File: src/rtl/ns_tc_pkg.sv
package ns_tc_pkg;

    typedef enum logic [2:0] {
        A_CNT_LO = 3'd0,
        A_CNT_HI = 3'd1,
        A_OFS_LO = 3'd2,
        A_OFS_HI = 3'd3,
        A_ADDEND = 3'd4,
        A_CTRL   = 3'd5
    } reg_addr_e;

    typedef enum logic {
        S_IDLE,
        S_LO_HELD
    } load_state_e;

    localparam int RUN_BIT = 31;

endpackage

File: src/rtl/ns_tc_regs.sv
module ns_tc_regs
    import ns_tc_pkg::*;
#(
    parameter int DATA_W = 32,
    parameter int PER_W  = 8,
    localparam int CNT_W = 2 * DATA_W
) (
    input  logic              clk_i,
    input  logic              rst_ni,
    input  logic              wr_i,
    input  logic              rd_i,
    input  logic [2:0]        addr_i,
    input  logic [DATA_W-1:0] wdata_i,
    input  logic [CNT_W-1:0]  cnt_i,
    output logic              load_o,
    output logic [CNT_W-1:0]  load_val_o,
    output logic              held_o,
    output logic [CNT_W-1:0]  ofs_o,
    output logic [DATA_W-1:0] addend_o,
    output logic [PER_W-1:0]  period_o,
    output logic              run_o,
    output logic [DATA_W-1:0] rdata_o,
    output logic              rvalid_o
);

    load_state_e       state_q, state_d;
    logic [DATA_W-1:0] held_lo_q;
    logic [DATA_W-1:0] shadow_hi_q;
    logic [DATA_W-1:0] ofs_lo_q, ofs_hi_q;
    logic [DATA_W-1:0] addend_q;
    logic [DATA_W-1:0] ctrl_q;
    logic [DATA_W-1:0] rdata_q;
    logic              rvalid_q;
    reg_addr_e         addr;

    assign addr = reg_addr_e'(addr_i);

    // state register
    always_ff @(posedge clk_i) begin
        if (!rst_ni) state_q <= S_IDLE;
        else         state_q <= state_d;
    end

    // next state and load strobe
    always_comb begin
        state_d = state_q;
        load_o  = 1'b0;
        unique case (state_q)
            S_IDLE: begin
                if (wr_i && addr == A_CNT_LO) state_d = S_LO_HELD;
            end
            S_LO_HELD: begin
                if (wr_i && addr == A_CNT_HI) begin
                    load_o  = 1'b1;
                    state_d = S_IDLE;
                end
            end
        endcase
    end

    assign load_val_o = {wdata_i, held_lo_q};
    assign held_o     = (state_q == S_LO_HELD);

    always_ff @(posedge clk_i) begin
        if (!rst_ni) begin
            held_lo_q <= '0;
            ofs_lo_q  <= '0;
            ofs_hi_q  <= '0;
            addend_q  <= '0;
            ctrl_q    <= '0;
        end else if (wr_i) begin
            case (addr)
                A_CNT_LO: held_lo_q <= wdata_i;
                A_OFS_LO: ofs_lo_q  <= wdata_i;
                A_OFS_HI: ofs_hi_q  <= wdata_i;
                A_ADDEND: addend_q  <= wdata_i;
                A_CTRL:   ctrl_q    <= wdata_i;
                default: ;
            endcase
        end
    end

    always_ff @(posedge clk_i) begin
        if (!rst_ni) begin
            rdata_q     <= '0;
            rvalid_q    <= 1'b0;
            shadow_hi_q <= '0;
        end else begin
            rvalid_q <= rd_i;
            if (rd_i) begin
                case (addr)
                    A_CNT_LO: begin
                        rdata_q     <= cnt_i[DATA_W-1:0];
                        shadow_hi_q <= cnt_i[CNT_W-1:DATA_W];
                    end
                    A_CNT_HI: rdata_q <= shadow_hi_q;
                    A_OFS_LO: rdata_q <= ofs_lo_q;
                    A_OFS_HI: rdata_q <= ofs_hi_q;
                    A_ADDEND: rdata_q <= addend_q;
                    A_CTRL:   rdata_q <= ctrl_q;
                    default:  rdata_q <= '0;
                endcase
            end
        end
    end

    assign ofs_o    = {ofs_hi_q, ofs_lo_q};
    assign addend_o = addend_q;
    assign period_o = ctrl_q[PER_W-1:0];
    assign run_o    = ctrl_q[RUN_BIT];
    assign rdata_o  = rdata_q;
    assign rvalid_o = rvalid_q;

endmodule

File: src/rtl/ns_tc_phase.sv
module ns_tc_phase #(
    parameter int ACC_W = 32
) (
    input  logic             clk_i,
    input  logic             rst_ni,
    input  logic             run_i,
    input  logic [ACC_W-1:0] addend_i,
    output logic             tick_o
);

    logic [ACC_W-1:0] acc_q;
    logic [ACC_W:0]   sum;

    assign sum    = {1'b0, acc_q} + {1'b0, addend_i};
    assign tick_o = run_i & sum[ACC_W];

    always_ff @(posedge clk_i) begin
        if (!rst_ni)    acc_q <= '0;
        else if (run_i) acc_q <= sum[ACC_W-1:0];
    end

endmodule

File: src/rtl/ns_tc_count.sv
module ns_tc_count #(
    parameter int CNT_W = 64,
    parameter int PER_W = 8
) (
    input  logic             clk_i,
    input  logic             rst_ni,
    input  logic             tick_i,
    input  logic [PER_W-1:0] period_i,
    input  logic             load_i,
    input  logic [CNT_W-1:0] load_val_i,
    input  logic [CNT_W-1:0] ofs_i,
    output logic [CNT_W-1:0] cnt_o,
    output logic [CNT_W-1:0] tod_o
);

    logic [CNT_W-1:0] cnt_q, tod_q;

    always_ff @(posedge clk_i) begin
        if (!rst_ni)     cnt_q <= '0;
        else if (load_i) cnt_q <= load_val_i;
        else if (tick_i) cnt_q <= cnt_q + CNT_W'(period_i);
    end

    always_ff @(posedge clk_i) begin
        if (!rst_ni) tod_q <= '0;
        else         tod_q <= cnt_q + ofs_i;
    end

    assign cnt_o = cnt_q;
    assign tod_o = tod_q;

endmodule

File: src/rtl/ns_time_counter.sv
module ns_time_counter #(
    parameter int DATA_W = 32,
    parameter int PER_W  = 8,
    localparam int CNT_W = 2 * DATA_W
) (
    input  logic              clk_i,
    input  logic              rst_ni,
    input  logic              bus_wr_i,
    input  logic              bus_rd_i,
    input  logic [2:0]        bus_addr_i,
    input  logic [DATA_W-1:0] bus_wdata_i,
    output logic [DATA_W-1:0] bus_rdata_o,
    output logic              bus_rvalid_o,
    output logic [CNT_W-1:0]  tod_o
);

    logic              load_w, held_w, run_w, tick_w;
    logic [CNT_W-1:0]  load_val_w, ofs_w, cnt_w;
    logic [DATA_W-1:0] addend_w;
    logic [PER_W-1:0]  per_w;

    ns_tc_regs #(.DATA_W(DATA_W), .PER_W(PER_W)) u_regs (
        .clk_i      (clk_i),
        .rst_ni     (rst_ni),
        .wr_i       (bus_wr_i),
        .rd_i       (bus_rd_i),
        .addr_i     (bus_addr_i),
        .wdata_i    (bus_wdata_i),
        .cnt_i      (cnt_w),
        .load_o     (load_w),
        .load_val_o (load_val_w),
        .held_o     (held_w),
        .ofs_o      (ofs_w),
        .addend_o   (addend_w),
        .period_o   (per_w),
        .run_o      (run_w),
        .rdata_o    (bus_rdata_o),
        .rvalid_o   (bus_rvalid_o)
    );

    ns_tc_phase #(.ACC_W(DATA_W)) u_phase (
        .clk_i    (clk_i),
        .rst_ni   (rst_ni),
        .run_i    (run_w),
        .addend_i (addend_w),
        .tick_o   (tick_w)
    );

    ns_tc_count #(.CNT_W(CNT_W), .PER_W(PER_W)) u_count (
        .clk_i      (clk_i),
        .rst_ni     (rst_ni),
        .tick_i     (tick_w),
        .period_i   (per_w),
        .load_i     (load_w),
        .load_val_i (load_val_w),
        .ofs_i      (ofs_w),
        .cnt_o      (cnt_w),
        .tod_o      (tod_o)
    );

endmodule

File: config.mk
export PLATFORM = sky130hd
export DESIGN_NAME = ns_time_counter
export DESIGN_NICKNAME = d
export VERILOG_FILES = /design/src/rtl/ns_tc_pkg.sv /design/src/rtl/ns_tc_regs.sv /design/src/rtl/ns_tc_phase.sv /design/src/rtl/ns_tc_count.sv /design/src/rtl/ns_time_counter.sv
export SDC_FILE = /design/constraint.sdc
export NUM_CORES = 1
export LEC_CHECK = 0
export BUFFER_PORTS_ARGS = -buffer_cell sky130_fd_sc_hd__buf_2
export CAP_MARGIN = 20
export CORE_MARGIN = 8
export CORE_UTILIZATION = 36
export CTS_CLUSTER_DIAMETER = 40
export DETAILED_ROUTE_END_ITERATION = 12
export PLACE_DENSITY = 0.54
export SYNTH_ARGS = -nofsm -noshare
export SYNTH_HDL_FRONTEND = slang
export SYNTH_HIERARCHICAL = 1
export SYNTH_SLANG_ARGS = --single-unit
File: constraint.sdc
create_clock -name clk_i -period 7 [get_ports clk_i]
set_input_delay 1.05 -clock clk_i [delete_from_list [all_inputs] [get_ports clk_i]]
set_output_delay 1.05 -clock clk_i [all_outputs]
set_load 0.05 [all_outputs]
* Word level (Yosys, flattened, before mapping)
Index checks and enable logic that the tools add are counted.
W data, S select, Z words.
** Operators by class
- Order comparisons :: 0
- Reduce and logical (&&, ||, !) cells :: 10
- Multiply operators :: 0
- Bitwise gates (word level) :: 2
- Divide/modulo/power cells :: 0
- Add/subtract/negate cells :: 3
- Shift-type cells :: 0
- Multiplexer cells :: 8
- Eq/ne operators :: 5
** Operator list (number)
- $pmux W32 S6 :: 1
- $mux W64 :: 2
- $add A64 B64 Y64 :: 1
- $add A64 B8 Y64 :: 1
- $add A32 B32 Y33 :: 1
- $reduce_and A2 Y1 :: 6
- $eq A3 B2 Y1 const B :: 2
- $eq A3 B3 Y1 const B :: 2
- $mux W1 :: 4
- $eq A3 B1 Y1 const B :: 1
- $logic_not A3 Y1 :: 1
- $logic_and A1 B1 Y1 :: 2
- $pmux W1 S2 :: 1
- $reduce_bool A2 Y1 :: 1
- $and A1 B1 Y1 :: 1
- $not A1 Y1 :: 1
** Word-level totals
- Input port bits :: 39
- Memories :: 0
- ROM bits :: 0
- Latch bits :: 0
- Logic and storage cells :: 40
- Register bits :: 386
- RAM bits :: 0
- Output and inout bits :: 97

* Depth between registers and ports, before layout
- Depth in word-level cells :: 5
- Mapped depth :: 19
- Mapped depth without buffers :: 18

* Hierarchy
Netlist, hierarchy kept.
** Modules (own cells, without submodules)
- ns_tc_regs :: times used 1, area an instance 10045.9 um2, cells each 1184, seq. area each 4524.3 um2
- ns_tc_count :: times used 1, area an instance 8783.4 um2, cells each 1097, seq. area each 2562.5 um2
- ns_tc_phase :: times used 1, area an instance 2924.1 um2, cells each 386, seq. area each 640.6 um2

* Least setup slack after synthesis
OpenSTA, ideal clock, no wires.
- Path type :: register to register
- Start point :: reg u_regs.addend_q[23], in the netlist u_regs/addend_o[23]
- End point :: reg u_count.cnt_q[20], in the netlist u_count/cnt_o[20]
- Setup time :: 91 ps
- Buffers on the path :: 3
- Slack :: 2994 ps
- Required time :: 6909 ps
- Arrival :: 3915 ps
- Period minus slack after synthesis :: 4006 ps
- Stages on the path, launching flop included :: 19
- Cell sequence :: dfxtp_1 ha_1 clkbuf_1 nand2_1 nor3_1 a311oi_1 o21ai_0 o21ai_1 or3_1 a31oi_1 buf_2 o21a_1 nand3_1 nor2_4 nand2_1 or3_1 clkbuf_1 or3_1 a311oi_1
** On the way
- Word-level cells in the longest chain between the ends :: 3
** RTL lines
- start, declared :: RTL line ns_tc_regs.sv:30 : logic [DATA_W-1:0] addend_q;
- start signal, assigned :: RTL line ns_tc_regs.sv:76 : A_ADDEND: addend_q <= wdata_i;
- $add A32 B32 Y33 :: RTL line ns_tc_phase.sv:14 : assign sum = {1'b0, acc_q} + {1'b0, addend_i};
- $and A1 B1 Y1 :: RTL line ns_tc_phase.sv:15 : assign tick_o = run_i & sum[ACC_W];
- net tick_w :: RTL line ns_time_counter.sv:17 : logic load_w, held_w, run_w, tick_w;
- $reduce_bool A2 Y1 (no line)
- end signal, assigned :: RTL line ns_tc_count.sv:20 : else if (load_i) cnt_q <= load_val_i;
- end signal, assigned :: RTL line ns_tc_count.sv:21 : else if (tick_i) cnt_q <= cnt_q + CNT_W'(period_i);
- end, declared :: RTL line ns_tc_count.sv:16 : logic [CNT_W-1:0] cnt_q, tod_q;
The timed path passes the listed nets, and every way through them passes these cells.
A chain may end at the register's enable or synchronous reset.

* Final worst setup path
- Start point :: reg u_regs.addend_q[0], in the netlist u_regs/addend_o[0]
- End point :: reg u_count.cnt_q[63], in the netlist u_count/cnt_o[63]
The elaborated chain is that of the path after synthesis.

==> run metrics <==
status=complete, no violations; chip height=262 um; DIE AREA=68500 sq um; cell count after synthesis=2667; DR vias=19900; hpwl dp=57.1 mm; Total Wirelength=78.5 mm; Top-Level Pins=136; DR DRC count=0; die width=262 um; Hold Fails Final Rpt=0; buffers added on ports=135; RSZ-0062 raised after global routing=no; worst hold path class=register to register; CP Cell Sequence=ha_1, fa_1, a211oi_1, nor2_1, o31ai_1, a21boi_1, o21ai_1, or3_1, a31oi_1, buf_4, o21a_1, nand3_1, nor2_4, and4_1, nand4_4, or3_1, a311oi_1; initial core utilization=0.362; CTS resizes=0; Crit Reg-Reg Startpoint=u_regs/addend_o[0]$_SDFFE_PN0P_; critical path capture point type=register; register area=7730 sq um; count of final max-slew check failures=0; FP Rows=90; count of clock tree sinks=386; vias in the first global route=19300; first-pass GRT wire length=119 mm; maxcap violations=0; fill cell count=6039; slowest stage delay, CP=0.49 ns; Worst setup startpoint=u_regs/addend_o[0]$_SDFFE_PN0P_; fmax=208 MHz; hold buffer count at cts=0; reg2reg setup slack=2.20 ns; gr usage total=0.224; CP startpoint kind=register; Final setup viols=0; WP data arrival=5.29 ns; largest net degree at the start of global routing=226; mean post-synth cell area=8.16 sq um; H-tree levels=3; Vias/cell=5.66; Most used DFF post-synth=dfxtp_1; asr flop ratio synth=0; CP endpoint=u_count/cnt_o[63]$_SDFFE_PN0P_; post-route ant nets=0; clk_lat worst skew=0.59 ns; biggest area consumer among synthesized cells=dfxtp_1; utilization after layout=0.415; CTS Buf Count=69; share of layout cells above drive strength 1=0.129; syn_nets=2812; Multi-input gate area=12800 sq um; register area share after synthesis=0.355; initial antenna violation count=0; slew margin rel.=0.240; Post-CTS Setup Inserts=0; static leakage power=9.83 nW; Yosys cell types=90; Synth Register Bits=386; clock buffer depth=3; most common cell after layout, fill and taps aside=nand2_1; Post-synth EDFFs=0; RR Endpoint=u_count/cnt_o[63]$_SDFFE_PN0P_; nets=2826; top cell type's share of synthesized area=0.355; Core ar.=60000 sq um; Pre-Repair DR Iteration Count=6; gr ovfl total=0; Period Utilization, post-route=0.686; TritonCTS clock tree=yes; Worst Path Required=7.49 ns; Area Overhead vs Synth=14.5%; worst r2r path cells=17; Slew @ Worst Pin=1.14 ns; final setup TNS=0 ns; Worst IR Drop VDD=0.000185 V; Power per Cell Area=246 nW/um^2; slowest CP cell=and4_1; Inserted Diodes=0; area of the mapped netlist=21800 sq um; Placer Congestion=0.888; YS warnings=6; post-layout min period=4.80 ns; cell mode on critical path=or3_1; DRT iter0 DRCs=1821; Clock transition at path regs=0.05 ns; Wirelength per Cell=22.3 um; crit path max fanout=10; critical path type=register to register; CTS root buf=clkbuf_16; final setup skew=0.0282 ns; commonest non-fill, non-tap cells in the layout=520 x nand2_1, 386 x dfxtp_1, 191 x nor2_1; synth top area cells=dfxtp_1 36%, nand2_1 9.0%, ha_1 5.9%, a21boi_1 4.4%, a21oi_1 3.5%
==> state kept, by name (all words and copies together) (netlist names) <==
signal	flops
u_count/cnt_o	64
u_regs/rdata_o	32
u_regs/held_o	1
u_phase/acc_q	32
u_regs/addend_o	32
u_regs/ofs_lo_q	32
u_regs/shadow_hi_q	32
u_regs/ofs_hi_q	32
u_count/tod_o	64
u_regs/rvalid_o	1
u_regs/ctrl_q	32
u_regs/held_lo_q	32
==> metrics by stage <==
step	power (mW)	cells	cell area (sq um)	setup WS, ns	hold slack (ns)
after global routing	6.31	3516	24900	1.82	0.464
after CTS	6.18	3516	24900	2.22	0.452
after detailed placement	2.67	3392	22500	2.26	0.445
after global placement	2.67	3392	22500	2.36	0.438
after floorplan	2.55	2667	21800	2.99	0.429
final	6.12	3516	24900	2.20	0.450
==> synthesized netlist by cell type, types with 7 or more instances <==
cell type,instances
a21o_1,55
buf_2,44
nor2b_1,13
mux2_2,19
and2_1,16
a21boi_1,127
a31oi_1,24
nor3_1,25
a311oi_1,10
dfxtp_1,386
a41oi_1,14
o31ai_1,8
or3_1,14
nand2b_1,7
nand2_1,520
nor2_1,191
inv_1,35
o21ai_0,115
nand3_1,58
clkbuf_1,101
and3_1,18
ha_1,103
a32oi_1,12
o21a_1,11
o22ai_1,15
o21bai_1,17
a21boi_0,71
xor2_1,59
o221a_2,11
a21oi_1,150
o21ai_1,14
xnor2_1,73
a22o_1,8
a211oi_1,36
buf_4,52
mux2i_1,69
nand4_1,42
a221oi_1,7
==> cell type report <==
cell class                 count  share of cell area
multi-input combinational   2035               0.514
sequential                   386               0.310
clock buffer                  84              0.0770
tap                          782              0.0393
timing repair buffer         152              0.0331
clock inverter                40              0.0203
inverter                      37             0.00563
==> layer usage <==
metal  up-vias  global-route usage  routed length [um]
li1       9400                   -                   -
met1      9604               0.315               36700
met2       755               0.348               34100
met3       142              0.0330                5560
met4         0              0.0761                2140
met5         -                   0                   0
==> worst min path at each step <==
stage / startpoint / to / cells after the start
after global routing: u_phase/acc_q[25]$_SDFFE_PN0P_ / u_phase/acc_q[25]$_SDFFE_PN0P_ / 2
after global placement: u_regs/shadow_hi_q[10]$_SDFFE_PN0P_ / u_regs/shadow_hi_q[10]$_SDFFE_PN0P_ / 2
after floorplan: u_phase/acc_q[18]$_SDFFE_PN0P_ / u_phase/acc_q[18]$_SDFFE_PN0P_ / 2
final: u_phase/acc_q[25]$_SDFFE_PN0P_ / u_phase/acc_q[25]$_SDFFE_PN0P_ / 2
after CTS: u_regs/shadow_hi_q[22]$_SDFFE_PN0P_ / u_regs/shadow_hi_q[22]$_SDFFE_PN0P_ / 2
after detailed placement: u_regs/ctrl_q[25]$_SDFFE_PN0P_ / u_regs/ctrl_q[25]$_SDFFE_PN0P_ / 2
==> cells by family after synthesis <==
| group | after synthesis | share of synthesized area |
|---|---|---|
| AOI/OAI and AO/OA | 756 | 0.237 |
| xor gates and xnor gates | 132 | 0.0531 |
| adders and majority gates | 106 | 0.0620 |
| buffers and inverters | 246 | 0.0567 |
| DFF | 386 | 0.355 |
| muxes | 88 | 0.0416 |
| and+or+nand+nor | 953 | 0.195 |
==> worst max-delay path: cells and delay by family (launching register included) <==
family                   cells  cell delay, ns
AO/OA/AOI/OAI                7            1.41
adder cells (fa/ha/maj)      2            0.45
buffers and inverters        1            0.26
flip-flops                   1            0.36
AND/OR/NAND/NOR              7            2.22
==> power breakdown <==
group          internal, mW  switching, mW
registers              2.24         0.0340
clock network          2.27           1.21
logic                0.0976          0.265
total                  4.60           1.51
(Power assumes the default switching activity.)
